--- src/rtl/ind_cfg_port_pkg.sv ---
`timescale 1ns/1ps
package ind_cfg_port_pkg;
  parameter int unsigned DATA_W = 32;
  localparam int unsigned LANES = DATA_W / 8;

  typedef enum logic {CYC_CFG = 1'b0, CYC_IO = 1'b1} cyc_kind_e;
  typedef enum logic [1:0] {ST_IDLE = 2'd0, ST_BUSY = 2'd1, ST_DONE = 2'd2} seq_state_e;

  function automatic logic [DATA_W-1:0] lanes_to_mask(input logic [LANES-1:0] be);
    logic [DATA_W-1:0] m;
    for (int b = 0; b < LANES; b++) m[b*8 +: 8] = {8{be[b]}};
    return m;
  endfunction
endpackage

--- src/rtl/ind_cfg_lane.sv ---
`timescale 1ns/1ps
module ind_cfg_lane
  import ind_cfg_port_pkg::*;
(
  input  logic [1:0]        ofs_i,
  input  logic [1:0]        size_i,
  output logic [LANES-1:0]  be_o,
  output logic [DATA_W-1:0] mask_o
);
  always_comb begin
    unique case (size_i)
      2'b00:   be_o = LANES'(1) << ofs_i;
      2'b01:   be_o = ofs_i[1] ? 4'b1100 : 4'b0011;
      default: be_o = '1;
    endcase
  end

  for (genvar b = 0; b < LANES; b++) begin : g_mask
    assign mask_o[b*8 +: 8] = {8{be_o[b]}};
  end
endmodule

--- src/rtl/ind_cfg_addr_fmt.sv ---
`timescale 1ns/1ps
module ind_cfg_addr_fmt
  import ind_cfg_port_pkg::*;
#(
  parameter int unsigned TOK_W  = 24,
  parameter int unsigned PORT_W = 16
) (
  input  logic [TOK_W-1:0]  tgt_i,
  input  cyc_kind_e         kind_i,
  output logic [DATA_W-1:0] addr_o
);
  logic [DATA_W-1:0] cfg_addr, io_addr;

  // config token: dword aligned, upper byte clear
  assign cfg_addr = {{(DATA_W-TOK_W){1'b0}}, tgt_i[TOK_W-1:2], 2'b00};
  assign io_addr  = {{(DATA_W-PORT_W){1'b0}}, tgt_i[PORT_W-1:0]};
  assign addr_o   = (kind_i == CYC_IO) ? io_addr : cfg_addr;
endmodule

--- src/rtl/ind_cfg_seq.sv ---
`timescale 1ns/1ps
module ind_cfg_seq
  import ind_cfg_port_pkg::*;
(
  input  logic clk_i,
  input  logic rst_ni,
  input  logic launch_i,
  input  logic ack_i,
  output logic idle_o,
  output logic busy_o,
  output logic done_o
);
  seq_state_e state_q, state_d;

  always_comb begin
    state_d = state_q;
    unique case (state_q)
      ST_IDLE: if (launch_i) state_d = ST_BUSY;
      ST_BUSY: if (ack_i)    state_d = ST_DONE;
      default:               state_d = ST_IDLE;
    endcase
  end

  always_ff @(posedge clk_i or negedge rst_ni) begin
    if (!rst_ni) state_q <= ST_IDLE;
    else         state_q <= state_d;
  end

  assign idle_o = (state_q == ST_IDLE);
  assign busy_o = (state_q == ST_BUSY);
  assign done_o = (state_q == ST_DONE);
endmodule

--- src/rtl/ind_cfg_port.sv ---
`timescale 1ns/1ps
module ind_cfg_port
  import ind_cfg_port_pkg::*;
#(
  parameter int unsigned         HOST_AW  = 12,
  parameter logic [HOST_AW-1:0]  OFS_ADDR = 'h064,
  parameter logic [HOST_AW-1:0]  OFS_CFG  = 'h068,
  parameter logic [HOST_AW-1:0]  OFS_IO   = 'h06C,
  parameter int unsigned         TOK_W    = 24,
  parameter int unsigned         PORT_W   = 16
) (
  input  logic               clk_i,
  input  logic               rst_ni,
  input  logic               host_req_i,
  input  logic               host_we_i,
  input  logic [HOST_AW-1:0] host_addr_i,
  input  logic [1:0]         host_size_i,
  input  logic [31:0]        host_wdata_i,
  output logic [31:0]        host_rdata_o,
  output logic               host_ready_o,
  output logic               dn_req_o,
  output logic               dn_kind_o,
  output logic               dn_we_o,
  output logic [31:0]        dn_addr_o,
  output logic [3:0]         dn_be_o,
  output logic [31:0]        dn_wdata_o,
  input  logic               dn_ack_i,
  input  logic [31:0]        dn_rdata_i
);
  localparam int unsigned WSEL_LO = 2;

  logic hit_addr, hit_cfg, hit_io, hit_win;
  logic idle, busy, done, launch;
  logic [LANES-1:0]  lane_be;
  logic [DATA_W-1:0] lane_mask;

  logic [DATA_W-1:0] addr_q, wdata_q, rdata_q;
  logic [LANES-1:0]  be_q;
  logic              we_q;
  cyc_kind_e         kind_q;

  assign hit_addr = host_addr_i[HOST_AW-1:WSEL_LO] == OFS_ADDR[HOST_AW-1:WSEL_LO];
  assign hit_cfg  = host_addr_i[HOST_AW-1:WSEL_LO] == OFS_CFG[HOST_AW-1:WSEL_LO];
  assign hit_io   = host_addr_i[HOST_AW-1:WSEL_LO] == OFS_IO[HOST_AW-1:WSEL_LO];
  assign hit_win  = hit_cfg | hit_io;
  assign launch   = host_req_i & idle & hit_win;

  ind_cfg_seq u_seq (
    .clk_i    (clk_i),
    .rst_ni   (rst_ni),
    .launch_i (launch),
    .ack_i    (dn_ack_i),
    .idle_o   (idle),
    .busy_o   (busy),
    .done_o   (done)
  );

  ind_cfg_lane u_lane (
    .ofs_i  (host_addr_i[1:0]),
    .size_i (host_size_i),
    .be_o   (lane_be),
    .mask_o (lane_mask)
  );

  ind_cfg_addr_fmt #(.TOK_W(TOK_W), .PORT_W(PORT_W)) u_fmt (
    .tgt_i  (addr_q[TOK_W-1:0]),
    .kind_i (kind_q),
    .addr_o (dn_addr_o)
  );

  always_ff @(posedge clk_i or negedge rst_ni) begin
    if (!rst_ni) begin
      addr_q  <= '0;
      kind_q  <= CYC_CFG;
      we_q    <= 1'b0;
      be_q    <= '0;
      wdata_q <= '0;
      rdata_q <= '0;
    end else begin
      // address register only moves when nothing is in flight
      if (host_req_i && idle && hit_addr && host_we_i) addr_q <= host_wdata_i;
      if (launch) begin
        kind_q  <= hit_io ? CYC_IO : CYC_CFG;
        we_q    <= host_we_i;
        be_q    <= lane_be;
        wdata_q <= host_wdata_i & lane_mask;
      end
      if (busy && dn_ack_i) rdata_q <= we_q ? '0 : (dn_rdata_i & lanes_to_mask(be_q));
    end
  end

  assign host_ready_o = done | (host_req_i & idle & ~hit_win);
  assign host_rdata_o = done ? rdata_q
                      : (host_req_i && idle && hit_addr && !host_we_i) ? addr_q : '0;

  assign dn_req_o   = busy;
  assign dn_kind_o  = kind_q;
  assign dn_we_o    = we_q;
  assign dn_be_o    = be_q;
  assign dn_wdata_o = wdata_q;
endmodule

--- config.mk ---
export PLATFORM = sky130hd
export DESIGN_NAME = ind_cfg_port
export DESIGN_NICKNAME = d
export VERILOG_FILES = /design/src/rtl/ind_cfg_port_pkg.sv /design/src/rtl/ind_cfg_lane.sv /design/src/rtl/ind_cfg_addr_fmt.sv /design/src/rtl/ind_cfg_seq.sv /design/src/rtl/ind_cfg_port.sv
export SDC_FILE = /design/constraint.sdc
export NUM_CORES = 1
export LEC_CHECK = 0
export ABC_CLOCK_PERIOD_IN_PS = 2750
export BUFFER_PORTS_ARGS = -buffer_cell sky130_fd_sc_hd__buf_4
export CAP_MARGIN = 10
export CORE_MARGIN = 2
export CORE_UTILIZATION = 30
export CTS_BUF_LIST = sky130_fd_sc_hd__clkbuf_8
export DETAILED_ROUTE_END_ITERATION = 8
export PLACE_DENSITY = 0.52
export SLEW_MARGIN = 10
export SYNTH_ARGS = -nofsm -noshare
export SYNTH_HDL_FRONTEND = slang
export SYNTH_SLANG_ARGS = --single-unit
--- constraint.sdc ---
create_clock -name clk_i -period 2.75 [get_ports clk_i]
set_input_delay 0.55 -clock clk_i [delete_from_list [all_inputs] [get_ports clk_i]]
set_output_delay 0.55 -clock clk_i [all_outputs]
set_load 0.03 [all_outputs]
==> flow_summary.ini <==
[run_status]
status = finished, final reports clean

[clocking]
clk_path_buf_depth = 2
cts_sinks = 104
cts-root-buf = clkbuf_8
path_clk_slew_ps = 90
tritoncts = built
h-tree-depth = 3
clk-insertion-delay-late_ps = 380
cts_buffers = 9

[worst_hold_path]
hold_path.class = in -> async

[die]
fp-row-count = 47
io-pin-count = 187
die_w_um = 133.2
initial_core_util_pct = 30.40
die_y_um = 133.2
die_area_um2 = 17730
fp.coreArea_um2 = 16470

[detailed_routing]
wl_mm = 15.83
via_per_inst = 4.913
vias = 4201
ant_nets = 0
drtIter0Drc = 185
drtPass1Iterations = 4
wl_per_cell_um = 18.51
remaining_drc_errors = 0

[final_layout]
fin_area_um2 = 6775
n_fill_cell = 1697
diodes = 0
fin_util_pct = 41.15
syn2layout_area_growth_pct = 35.38
nets = 714
drive_gt1_share_pct = 44.41

[timing]
final_hold_viol_count = 0
worstMarginPinSlew_ps = 798.0
whs_ps = 238.3
finalClockSkew_ps = 12.10
period_share_pct = 98.40
final-setup-viol-count = 0
fmax_ghz = 0.3695
finalMaxSlewViolations = 0
layout_min_cycle_time_ps = 2706
relSlewSlack_pct = 46.80

[setup_path]
startpoint_type = input port
path_max_fanout = 16
critPathArrivalTime_ps = 2160
worstPathRequired_ps = 2200
critPathCaptureType = output port
critPathKind = in -> out

[placed_design]
io_buffers = 178
hpwlAfterDp_mm = 11.16
post_dp_cell_area_um2 = 6568
gp_congestion = 0.7949

[power_and_ir_drop]
power_density_nw_per_um2 = 418.7
p_leak_nw = 3.822
peakVddDrop_mv = 0.2386
fin_total_pwr_mw = 2.837

[yosys]
synthFlopType = dfrtp_1
synth_edf_count = 0
ys_ff_latch = 104
avgSynthCellArea_um2 = 10.54
synthTopCellsByCount = 104 x dfrtp_1, 64 x nand2_1, 49 x o21ai_0
postSynthCellCount = 475
async_flop_share_pct = 100.0
synth_cell_type_count = 33
synth.most_common_cell = dfrtp_1
yosysSeqAreaShare_pct = 52.00
netlist_top_cells_area = dfrtp_1 52%, mux2_2 6.8%, a32o_1 6.4%
yosys_warnings = 0
synth_top_area_cell = dfrtp_1
netlist_area_um2 = 5005
synth_top_area_share_pct = 52.00

[grt]
grt_pass1_wl_mm = 24.35
gr-total-overflow = 0
antenna_found_initial = 0
grt_pass1_vias = 4330
grt_usage_pct = 17.73
grt_max_degree = 66

[job]
max_cap_viol_count = 0
-- cell type report --
type,count,area (µm²),area share (%)
clock inverters,6,30.03,0.4432
repair buffers,200,1573,23.21
clock buffers,9,123.9,1.828
inverters,41,153.9,2.271
multi-input cells,275,2017,29.77
well taps,220,275.3,4.063
flip-flops and latches,104,2603,38.41
-- state kept, by name (all words and copies together), names as in the netlist --
signal	cells
dn_be_o	4
rdata_q	32
dn_wdata_o	32
dn_kind_o	1
u_seq.state_q	2
addr_q	32
dn_we_o	1
-- logic make-up after synthesis --
logic type | count (synthesis) | share of synthesized area [%]
multiplexers | 54 | 11.65
AND/OR/NAND/NOR | 96 | 9.250
other | 1 | 0.07493
AO/OA/AOI/OAI | 117 | 17.05
flip-flops | 104 | 52.00
buffers and inverters | 103 | 9.975
-- worst paths after layout --
check	end	from	cells after the start	slack, ps
worst min-delay path	rdata_q[14]	rst_ni	1	240
worst max-delay path	host_rdata_o[29]	host_addr_i[7]	7	40
worst max register to register	dn_wdata_o[17]	u_seq.state_q[1]	4	690
max in group asynchronous	rdata_q[12]	rst_ni	2	1800
min in group clk_i	u_seq.state_q[0]	dn_ack_i	2	380
worst min register to register	rdata_q[3]	rdata_q[3]	2	490
-- where the power goes --
part / leakage [nW] / total [mW] / internal, mW / switching, mW
Clock: 0.0872 / 0.843 / 0.314 / 0.529
Combinational: 2.41 / 0.367 / 0.155 / 0.212
Sequential: 1.33 / 1.63 / 1.59 / 0.0398
-- placed cells by master, fill, tap and decap left out, drive strengths merged, types with 8 or more instances in the layout --
cell type | synthesis | routed
mux2 | 34 | 34
a32o | 32 | 32
clkbuf | 27 | 10
buf | 35 | 199
nor2b | 13 | 13
o31ai | 16 | 16
conb | 1 | 8
o21ai | 49 | 49
inv | 41 | 43
nand2 | 64 | 64
dfrtp | 104 | 104
o41ai | 16 | 16
mux2i | 20 | 20
-- routing by layer --
| metal | vias to the layer above | part of all wire, % | global-route usage [%] |
|---|---|---|---|
| met5 | - | 0 | 0 |
| met4 | 0 | 1.2 | 4.078 |
| met3 | 12 | 8.4 | 6.773 |
| met2 | 145 | 47 | 29.07 |
| met1 | 2092 | 43 | 22.31 |
| li1 | 1952 | - | - |
-- through the flow --
| step | setup TNS [ps] | worst slack, ps | cells |
|---|---|---|---|
| 2_1_floorplan | 0 | 5.836 | 482 |
| 3_3_place_gp | 0 | 71.47 | 838 |
| 3_5_place_dp | 0 | 36.68 | 838 |
| 4_1_cts | 0 | 10.19 | 853 |
| 5_1_grt | -33.33 | -8.484 | 855 |
| 6_report | 0 | 43.87 | 855 |
-- critical path, cell delays in order --
cell and delay, ps:
buf_4 100, or3b_2 520, nor4b_4 280, buf_6 160, buf_12 150, a32o_1 200
buf_4 160
-- repair_timing --
item / CTS / global route
buffers inserted: 0 / 1
pin swaps: 0 / 0
hold buffers: 0 / 0
gates cloned: 0 / 1
gates resized for setup: 1 / 3
setup endpoints to repair: 1 / 32
Power figures use the tool's default switching activity.
